### src/rtl/dqf_pkg.sv
package dqf_pkg;
  typedef enum logic [1:0] {
    MODE_SINGLE   = 2'd0,
    MODE_STACKED  = 2'd1,
    MODE_PARALLEL = 2'd2
  } dqf_mode_e;
endpackage

### src/rtl/dqf_mode_latch.sv
module dqf_mode_latch
  import dqf_pkg::*;
#(
  parameter int CFG_W    = 32,
  parameter int DUAL_BIT = 30,
  parameter int SEP_BIT  = 29,
  parameter int PAGE_BIT = 28
) (
  input  logic             clk,
  input  logic             rst_n,
  input  logic             eng_cs_n,
  input  logic [CFG_W-1:0] cfg_word,
  output dqf_mode_e        mode_q,
  output logic             upper_q
);
  dqf_mode_e mode_d;

  always_comb begin
    if (!cfg_word[DUAL_BIT])    mode_d = MODE_SINGLE;
    else if (cfg_word[SEP_BIT]) mode_d = MODE_PARALLEL;
    else                        mode_d = MODE_STACKED;
  end

  always_ff @(posedge clk or negedge rst_n) begin
    if (!rst_n) begin
      mode_q  <= MODE_SINGLE;
      upper_q <= 1'b0;
    end else if (eng_cs_n) begin
      mode_q  <= mode_d;
      upper_q <= cfg_word[PAGE_BIT] & cfg_word[DUAL_BIT];
    end
  end

  AST_MODE_HOLD: assert property (@(posedge clk) disable iff (!rst_n)
    !eng_cs_n |=> $stable(mode_q) && $stable(upper_q));
  AST_MODE_LEGAL: assert property (@(posedge clk) disable iff (!rst_n)
    mode_q != 2'd3);
endmodule

### src/rtl/dqf_select.sv
module dqf_select
  import dqf_pkg::*;
(
  input  dqf_mode_e mode,
  input  logic      upper,
  input  logic      eng_cs_n,
  input  logic      eng_sclk,
  output logic      lo_cs_n,
  output logic      up_cs_n,
  output logic      lo_sclk,
  output logic      up_sclk
);
  logic par, stk;
  logic lo_en, up_en;

  always_comb begin
    par     = (mode == MODE_PARALLEL);
    stk     = (mode == MODE_STACKED);
    lo_en   = par | (mode == MODE_SINGLE) | (stk & ~upper);
    up_en   = par | (stk & upper);
    lo_cs_n = eng_cs_n | ~lo_en;
    up_cs_n = eng_cs_n | ~up_en;
    lo_sclk = eng_sclk;
    up_sclk = par & eng_sclk;
  end

  always_comb begin
    AST_ONE_CS_STACKED: assert (!stk || lo_cs_n || up_cs_n);
    AST_IDLE_CS: assert (!eng_cs_n || (lo_cs_n && up_cs_n));
  end
endmodule

### src/rtl/dqf_lane_mux.sv
module dqf_lane_mux
  import dqf_pkg::*;
#(
  parameter int LANES = 4
) (
  input  dqf_mode_e          mode,
  input  logic [2*LANES-1:0] eng_tx,
  input  logic [LANES-1:0]   eng_oe,
  output logic [2*LANES-1:0] eng_rx,
  output logic [LANES-1:0]   lo_io_o,
  output logic [LANES-1:0]   lo_io_oe,
  input  logic [LANES-1:0]   lo_io_i,
  output logic [LANES-1:0]   up_io_o,
  output logic [LANES-1:0]   up_io_oe,
  input  logic [LANES-1:0]   up_io_i
);
  localparam int WORD_W = 2 * LANES;

  logic               par;
  logic [LANES-1:0]   tx_even, tx_odd;
  logic [WORD_W-1:0]  rx_woven;

  assign par = (mode == MODE_PARALLEL);

  for (genvar i = 0; i < LANES; i++) begin : g_lane
    assign tx_even[i]       = eng_tx[2*i];
    assign tx_odd[i]        = eng_tx[2*i+1];
    assign rx_woven[2*i]    = lo_io_i[i];
    assign rx_woven[2*i+1]  = up_io_i[i];
  end

  always_comb begin
    if (par) begin
      lo_io_o  = tx_even;
      up_io_o  = tx_odd;
      up_io_oe = eng_oe;
      eng_rx   = rx_woven;
    end else begin
      lo_io_o  = eng_tx[LANES-1:0];
      up_io_o  = '0;
      up_io_oe = '0;
      eng_rx   = {{LANES{1'b0}}, lo_io_i};
    end
    lo_io_oe = eng_oe;
  end

  always_comb begin
    AST_UP_QUIET: assert (par || (up_io_oe == '0));
    AST_OE_COPY: assert (!par || (lo_io_oe == up_io_oe));
  end
endmodule

### src/rtl/dqf_router.sv
module dqf_router
  import dqf_pkg::*;
#(
  parameter int LANES    = 4,
  parameter int CFG_W    = 32,
  parameter int DUAL_BIT = 30,
  parameter int SEP_BIT  = 29,
  parameter int PAGE_BIT = 28
) (
  input  logic               clk,
  input  logic               rst_n,
  input  logic [CFG_W-1:0]   cfg_word,
  input  logic               eng_cs_n,
  input  logic               eng_sclk,
  input  logic [2*LANES-1:0] eng_tx,
  input  logic [LANES-1:0]   eng_oe,
  output logic [2*LANES-1:0] eng_rx,
  output logic               lo_cs_n,
  output logic               lo_sclk,
  output logic [LANES-1:0]   lo_io_o,
  output logic [LANES-1:0]   lo_io_oe,
  input  logic [LANES-1:0]   lo_io_i,
  output logic               up_cs_n,
  output logic               up_sclk,
  output logic [LANES-1:0]   up_io_o,
  output logic [LANES-1:0]   up_io_oe,
  input  logic [LANES-1:0]   up_io_i
);
  dqf_mode_e mode;
  logic      upper;

  dqf_mode_latch #(
    .CFG_W(CFG_W), .DUAL_BIT(DUAL_BIT), .SEP_BIT(SEP_BIT), .PAGE_BIT(PAGE_BIT)
  ) u_latch (
    .clk(clk), .rst_n(rst_n), .eng_cs_n(eng_cs_n), .cfg_word(cfg_word),
    .mode_q(mode), .upper_q(upper)
  );

  dqf_select u_sel (
    .mode(mode), .upper(upper), .eng_cs_n(eng_cs_n), .eng_sclk(eng_sclk),
    .lo_cs_n(lo_cs_n), .up_cs_n(up_cs_n), .lo_sclk(lo_sclk), .up_sclk(up_sclk)
  );

  dqf_lane_mux #(.LANES(LANES)) u_mux (
    .mode(mode), .eng_tx(eng_tx), .eng_oe(eng_oe), .eng_rx(eng_rx),
    .lo_io_o(lo_io_o), .lo_io_oe(lo_io_oe), .lo_io_i(lo_io_i),
    .up_io_o(up_io_o), .up_io_oe(up_io_oe), .up_io_i(up_io_i)
  );

  AST_SINGLE_UP_IDLE: assert property (@(posedge clk) disable iff (!rst_n)
    (mode == MODE_SINGLE) |-> (up_cs_n && !up_sclk));
  AST_PAR_LOCKSTEP: assert property (@(posedge clk) disable iff (!rst_n)
    (mode == MODE_PARALLEL) |-> (up_sclk == lo_sclk && up_cs_n == lo_cs_n));
endmodule

### config.mk
export PLATFORM = sky130hd
export DESIGN_NAME = dqf_router
export DESIGN_NICKNAME = d
export VERILOG_FILES = /design/src/rtl/dqf_pkg.sv /design/src/rtl/dqf_mode_latch.sv /design/src/rtl/dqf_select.sv /design/src/rtl/dqf_lane_mux.sv /design/src/rtl/dqf_router.sv
export SDC_FILE = /design/constraint.sdc
export NUM_CORES = 1
export LEC_CHECK = 0
export BUFFER_PORTS_ARGS = -buffer_cell sky130_fd_sc_hd__buf_2
export CORE_MARGIN = 2
export CORE_UTILIZATION = 25
export DETAILED_ROUTE_END_ITERATION = 7
export MAX_ROUTING_LAYER = met4
export PLACE_DENSITY_LB_ADDON = 0.2
export SLEW_MARGIN = 5
export SYNTH_ARGS = -nofsm -noshare
export SYNTH_HDL_FRONTEND = slang
export SYNTH_SLANG_ARGS = --single-unit
### constraint.sdc
create_clock -name clk -period 2.68 [get_ports clk]
set_clock_uncertainty 0.15 [all_clocks]
set_input_delay 0.536 -clock clk [delete_from_list [all_inputs] [get_ports clk]]
set_output_delay 0.536 -clock clk [all_outputs]
set_load 0.03 [all_outputs]
Word-level counts from Yosys, hierarchy flattened --
Index checks and enable logic that the tools add are counted.
Operators by class: multiplexer cells 6, reductions and logical operators 1, bitwise gates (word level) 12, equality and inequality tests 2
Operator list (count):
- 2-to-1 mux 4 bit | 3
- 2-to-1 mux 8 bit | 1
- OR 1 bit | 5
- AND 1 bit | 4
- 2-to-1 mux 2 bit | 2
- inverter 1 bit | 3
- equality test 2 x 1 -> 1 bit (second input constant) | 1
- equality test 2 bit (second input constant) | 1
- zero test 2 bit | 1
Storage, ports and cells: word-level logic and storage cells 23, output and inout bits 28, input port bits 56, flip-flop bits (word level) 3

Depth between registers and ports, before layout --
Gate-level depths: netlist (run 1).
depth in word-level cells 5, depth in mapped cells 3, mapped depth without buffers 2

Modules after synthesis --
Synthesis (run 1) repeated with hierarchy kept, for this count alone.
Unflattened totals: cell total of the unflattened synthesis 47, area, all modules 415.4 um^2
By module, submodules not included:
- dqf_lane_mux | area each 249.0 um^2, times used 1, cells an instance 27, seq. area each 0.0 um^2
- dqf_mode_latch | area each 118.9 um^2, times used 1, cells an instance 12, seq. area each 75.1 um^2
- dqf_select | area each 47.5 um^2, times used 1, cells an instance 8, seq. area each 0.0 um^2

Least setup slack after synthesis (run 1) --
No wires, ideal clock.
path type register -> output, start reg u_latch.mode_q[1], end out up_cs_n, path buffers 1, stages on the path, launching flop included 4, data arrival time 1.137 ns, setup slack 0.857 ns, required time 1.994 ns, cells stage by stage dfrtp_1 > nor2b_4 > buf_2 > o21bai_1
On the way: cells in the longest elaborated chain, start to end 5, elaborated cells between the ends (all ways) 6, those cells by class 2 x eq/ne; 4 x bitwise
RTL lines:
- start, declared | RTL line dqf_mode_latch.sv:13 | output dqf_mode_e mode_q,
- start signal, assigned | RTL line dqf_mode_latch.sv:29 | mode_q <= mode_d;
- equality test 2 x 1 -> 1 bit | RTL line dqf_select.sv:18 | stk = (mode == MODE_STACKED);
- AND 1 bit | RTL line dqf_select.sv:20 | up_en = par | (stk & upper);
- OR 1 bit * | RTL line dqf_select.sv:20
- inverter 1 bit * | RTL line dqf_select.sv:22 | up_cs_n = eng_cs_n | ~up_en;
- OR 1 bit * | RTL line dqf_select.sv:22
- end, declared | RTL line dqf_router.sv:23 | output logic up_cs_n,
Mark *: on every way between the ends. The rest lies on a longest branch, timed or not.

Final worst setup path (run 1) --
start reg u_latch.mode_q[0], end out lo_io_o[1]
On the way: cells in the longest elaborated chain, start to end 2
RTL lines:
- equality test 2 bit | RTL line dqf_lane_mux.sv:23 | assign par = (mode == MODE_PARALLEL);
- 2-to-1 mux 4 bit | RTL line dqf_lane_mux.sv:33 | if (par) begin
- end, declared | RTL line dqf_router.sv:20 | output logic [LANES-1:0] lo_io_o,
Every way passes these cells.

==> results of run 1 <==
[layer usage]
| layer | GRT usage, % | vias to the layer above |
|---|---|---|
| met5 | - | - |
| met4 | 5.45 | 0 |
| met3 | 5.71 | 0 |
| met2 | 16.5 | 31 |
| met1 | 8.79 | 197 |
| li1 | - | 230 |
[metrics by stage]
step	utilization [%]	std cells	instance area [µm²]	worst slack (ns)	power [mW]
after detailed placement	40.0	102	602	0.652	0.184
final	42.4	107	638	0.433	0.262
after floorplan	-	45	400	0.857	0.154
after global routing	42.4	107	638	0.328	0.280
after global placement	40.0	102	602	0.670	0.183
after CTS	42.4	107	638	0.396	0.269
[worst paths after layout]
kind,end,depth (start not counted)
worst max register to register,u_latch.mode_q[0],2
max in group asynchronous,u_latch.mode_q[1],2
worst min register to register,u_latch.upper_q,2
min in group asynchronous,u_latch.mode_q[0],2
worst min-delay path,u_latch.upper_q,3
worst max-delay path,lo_io_o[1],3
[state kept, by name, summed over array words and instances, names as in the netlist]
| register | cells |
|---|---|
| u_latch.upper_q | 1 |
| u_latch.mode_q | 2 |
[layout make-up]
| class | instances | area (µm²) |
|---|---|---|
| clock buffers | 4 | 26.3 |
| fillers | 164 | 868 |
| inverters | 3 | 11.3 |
| multi-input cells | 30 | 245 |
| flip-flops and latches | 3 | 75.1 |
| well taps | 16 | 20.0 |
| repair buffers | 51 | 260 |
[power by group]
group	switching (mW)	internal (mW)	total, mW
Combinational	0.0775	0.0527	0.130
Clock	0.0234	0.0558	0.0792
Sequential	0.00392	0.0492	0.0531
[worst register-to-register path: cells and delay by family (launching register included)]
kind | cells | cell delay, ns
AO/OA/AOI/OAI | 1 | 0.17
flip-flops | 1 | 0.42
buffers and inverters | 1 | 0.05
[cell families (layout without fill, tap and decap cells)]
kind of cell | after synthesis | in the layout | share of synthesized area [%]
buffers and inverters | 12 | 58 | 20.0
AO/OA/AOI/OAI | 5 | 5 | 6.88
AND/OR/NAND/NOR | 19 | 19 | 31.9
flip-flops | 3 | 3 | 18.7
multiplexers | 6 | 6 | 22.5
[Yosys cell counts]
cell      number  share of area [%]
and3b_1        1                2.2
and2_1        13                 20
nand2b_1       1                1.6
nand3_1        2                2.5
dfrtp_1        3                 19
o21ai_0        4                5.0
nand3b_1       1                1.9
mux2_4         6                 23
o21bai_1       1                1.9
nor2b_4        1                3.4
buf_2          1                1.2
buf_6          1                2.8
inv_1          3                2.8
buf_4          7                 13
[repair_timing]
item,4_1_cts,5_1_grt
hold endpoints to repair,3,0
setup endpoints to repair,0,0
hold buffers,1,0
==> out/metrics.yaml, run 1 <==
sta:
  period_share_pct: 83.8
  setup_viol: 0
  hold_viol_final: 0
  rsz0062_at_grt: "no"
  fmax_mhz: 445
  min_period_ns: 2.25
  maxSlewHeadroom_pct: 71.6
  finalMaxSlewViolations: 0
  tns_ns: 0
  tightest_slew_ns: 0.426
  hold_ws_ns: 0.390
floorplanning:
  die_area_um2: 1940
  die_y_um: 44.0
  die_w_um: 44.0
  num_rows: 14
  pin_count: 84
  initial_core_util_pct: 26.6
  core_area_um2: 1510
route:
  wl_met1_um: 322
  drtPass1Iterations: 1
  vias: 458
  viasPerCell: 4.28
  initialDrtViolationCount: 0
  highest_layer: "met3"
  wl_met3_um: 153
  routed_wl_um: 907
  wl_per_cell_um: 8.48
  final_antenna_net_count: 0
  drc: 0
  routed-wl-met2_um: 431
placement:
  gp_congestion: 0.593
  place_hpwl_um: 755
  io_buffers: 50
finish:
  drive_gt1_share_pct: 65.9
  layout.nets: 148
  area_delta_synth_final_pct: 59.4
  layout_commonest_cell: "buf_2"
  antenna_cells: 0
  final_cell_mix: "buf_2 (50), and2_1 (13), mux2_4 (6)"
pwr:
  power_density_nw_per_um2: 411
  p_leak_nw: 0.390
  vdd_drop_max_mv: 0.264
min_path:
  hold_path.startpoint: "cfg_word[28]"
  hold_class: "input pin to register"
grt:
  antenna_found_initial: 0
  grt_max_degree: 21
  grt.total_usage_pct: 9.93
  grt_pass1_vias: 351
  grt_first_pass_wirelength_um: 1370
  grt_overflow_total: 0
worst_setup_path:
  critPathRequiredTime_ns: 1.99
  path_cells: "nor2b_4 > mux2_4 > buf_2"
  cp-end-kind: "output port"
  cp-startpoint: "u_latch.mode_q[0]"
  cp_max_fo: 20
  critPathArrivalTime_ns: 1.56
  r2r-start: "u_latch.mode_q[0]"
  crit_slowest_cell: "dfrtp_1"
  crit_type: "register to output port"
  crit_family: "flip-flops"
  critPathBufInv: 1
  startpoint_type: "register"
  r2r_slack_ns: 1.81
  slowest_delay_ns: 0.42
clock_tree:
  clkLatencyLatePin_ns: 0.23
  cts_resized: 0
  numCtsBuffers: 3
  cts.clk_slew.worst_paths_ns: 0.04
  root_buffer: "clkbuf_4"
  cts_tree: "yes"
  htree_levels: 1
  clock_sinks: 3
  cts_buffer_depth: 2
  cts_setup_buffers: 0
synthesis:
  synth_cell_types: 14
  syn_nets: 101
  yosys_warnings: 0
  synthCells: 45
  ys_seq_area_share_pct: 18.8
  syn_area_um2: 400
  syn_area_per_cell_um2: 8.90
  synth-seq-cells: 3
outcome:
  outcome: "finished, final reports clean"
job:
  maxCapViolCount: 0
Note: power is estimated with default switching activity, not from simulation.
==> run 2: changes to the inputs <==
--- a/config.mk
+++ b/config.mk
@@ -7,7 +7,7 @@
 export LEC_CHECK = 0
 export BUFFER_PORTS_ARGS = -buffer_cell sky130_fd_sc_hd__buf_2
 export CORE_MARGIN = 2
-export CORE_UTILIZATION = 25
+export CORE_UTILIZATION = 21
 export DETAILED_ROUTE_END_ITERATION = 7
 export MAX_ROUTING_LAYER = met4
 export PLACE_DENSITY_LB_ADDON = 0.2
==> constraint.sdc (replaced) <==
create_clock -name clk -period 1.8 [get_ports clk]
set_clock_uncertainty 0.15 [all_clocks]
set_input_delay 0.36 -clock clk [delete_from_list [all_inputs] [get_ports clk]]
set_output_delay 0.36 -clock clk [all_outputs]
set_load 0.03 [all_outputs]
==> run 2 against run 1 <==
The run now ends with negative setup slack left; cell area grew 32%; cell count grew 14%; core utilization grew 5.3 points; critical path type unchanged; largest power group unchanged; first-iteration DRC count grew 5; highest routed layer unchanged; sequential cell count is the same.
==> out/metrics.yaml, run 2 (synthesized netlist as in run 1, its figures left out) <==
min_path:
  min_path_cells: 3
  hold_class: "input pin to register"
route:
  drc: 0
  wl_per_cell_um: 9.70
  wl_met3_um: 193
  final_antenna_net_count: 0
  highest_layer: "met3"
  routed_wl_um: 1180
  wl_met1_um: 387
  viasPerCell: 4.03
  initialDrtViolationCount: 5
  vias: 492
  routed-wl-met2_um: 603
  drtPass1Iterations: 4
worst_setup_path:
  critPathArrivalTime_ns: 1.36
  r2r_slack_ns: 0.85
  startpoint_type: "register"
  crit_type: "register to output port"
  ff2ff_path_depth: 3
  cp_max_fo: 9
  critPathRequiredTime_ns: 1.29
  cp-end-kind: "output port"
clock_tree:
  root_buffer: "clkbuf_4"
  htree_levels: 1
  numCtsBuffers: 3
  clkLatencyLatePin_ns: 0.22
  cts_buffer_depth: 2
  cts_tree: "yes"
  cts.clk_slew.worst_paths_ns: 0.03
  clock_sinks: 3
pwr:
  vdd_drop_max_mv: 0.565
  power_frac_clock_pct: 25.1
  intPower_uw: 291
  p_comb_share_pct: 58.0
  power_density_nw_per_um2: 547
  p_leak_nw: 0.457
  p_sw_uw: 169
  swShare_pct: 36.7
  p_seq_share_pct: 16.9
floorplanning:
  initial_core_util_pct: 22.7
  die_w_um: 47.7
  die_area_um2: 2270
  num_rows: 15
  core_area_um2: 1760
  pin_count: 84
  die_y_um: 47.7
grt:
  grt_pass1_vias: 392
  antenna_found_initial: 0
  grt.total_usage_pct: 9.35
  grt_first_pass_wirelength_um: 1440
  grt_max_degree: 11
  grt_overflow_total: 0
finish:
  fin_util_pct: 47.7
  largest_reg_flops: 2
  final_cell_mix: "buf_2 (32), buf_6 (17), and2_1 (11)"
  nFillCells: 168
  top_regs: "u_latch.mode_q x2, u_latch.upper_q x1"
  drive_gt1_share_pct: 70.1
  layout.nets: 154
  largest_register: "u_latch.mode_q"
  stdcell_area_um2: 841
  antenna_cells: 0
  area_delta_synth_final_pct: 110
  layout_commonest_cell: "buf_2"
sta:
  hold_viol_final: 0
  finalMaxSlewViolations: 0
  fmax_mhz: 534
  rsz0062_at_grt: "yes"
  maxSlewHeadroom_pct: 89.5
  period_share_pct: 104
  setup_viol: 16
  min_period_ns: 1.87
  final.setup.worst_slack_ns: -0.0718
  tightest_slew_ns: 0.155
placement:
  place_hpwl_um: 838
  place_area_um2: 633
  gp_congestion: 0.623
  io_buffers: 50
job:
  maxCapViolCount: 0
outcome:
  outcome: "complete, but fails checks"
  failed_checks: "negative setup slack"
## run 2: area by class of cell
type	count	area [µm²]	share of cell area [%]
Clock buffer	4	26.3	3.13
Sequential cell	3	75.1	8.93
Inverter	3	11.3	1.34
Tap cell	25	31.3	3.72
Multi-Input combinational cell	30	250	29.8
Timing Repair Buffer	57	447	53.1
## run 2: final timing paths
check	start	to
setup / recovery	u_latch.mode_q[0]	lo_io_o[3]
hold / removal	cfg_word[28]	u_latch.upper_q
setup reg to reg	u_latch.mode_q[0]	u_latch.mode_q[0]
hold reg to reg	u_latch.upper_q	u_latch.upper_q
max in group asynchronous	rst_n	u_latch.mode_q[0]
min in group asynchronous	rst_n	u_latch.mode_q[1]
## run 2: worst max-delay path, cell delays in order (launching register included)
cell     delay [ns]
dfrtp_1        0.40
nor2b_4        0.15
buf_12         0.14
mux2_4         0.30
buf_6          0.14
## run 2: per-stage QoR
step                power, mW  setup slack (ns)  setup TNS [ns]  cells  hold slack [ns]
floorplan               0.229             0.153               0     45          -0.0856
global placement        0.281             0.120               0    112          0.00649
detailed placement      0.284             0.101               0    112          0.00820
CTS                     0.465           -0.0843          -0.849    121            0.231
global route            0.487            -0.113           -1.40    122            0.251
finish                  0.460           -0.0718          -0.511    122            0.230
## run 2: what timing repair did
item,in CTS,in global routing
pin swaps,0,1
setup buffers,3,1
setup endpoints to repair,6,19
resized for setup,37,1
cloned,1,0
endpoints found under the hold margin,3,0
hold buffers,1,0
## run 2: routing by layer
metal  vias up  track usage, %
li1        243               -
met1       212            8.14
met2        37            18.1
met3         0            4.53
met4         0            1.62
met5         -               -
## run 2: power by group through the flow
stage / clock [mW] / sequential (mW) / combinational [mW]
floorplan: 0 / 0.0781 / 0.151
global placement: 0 / 0.0794 / 0.202
detailed placement: 0 / 0.0797 / 0.204
CTS: 0.120 / 0.0774 / 0.268
global route: 0.126 / 0.0781 / 0.283
finish: 0.115 / 0.0776 / 0.267
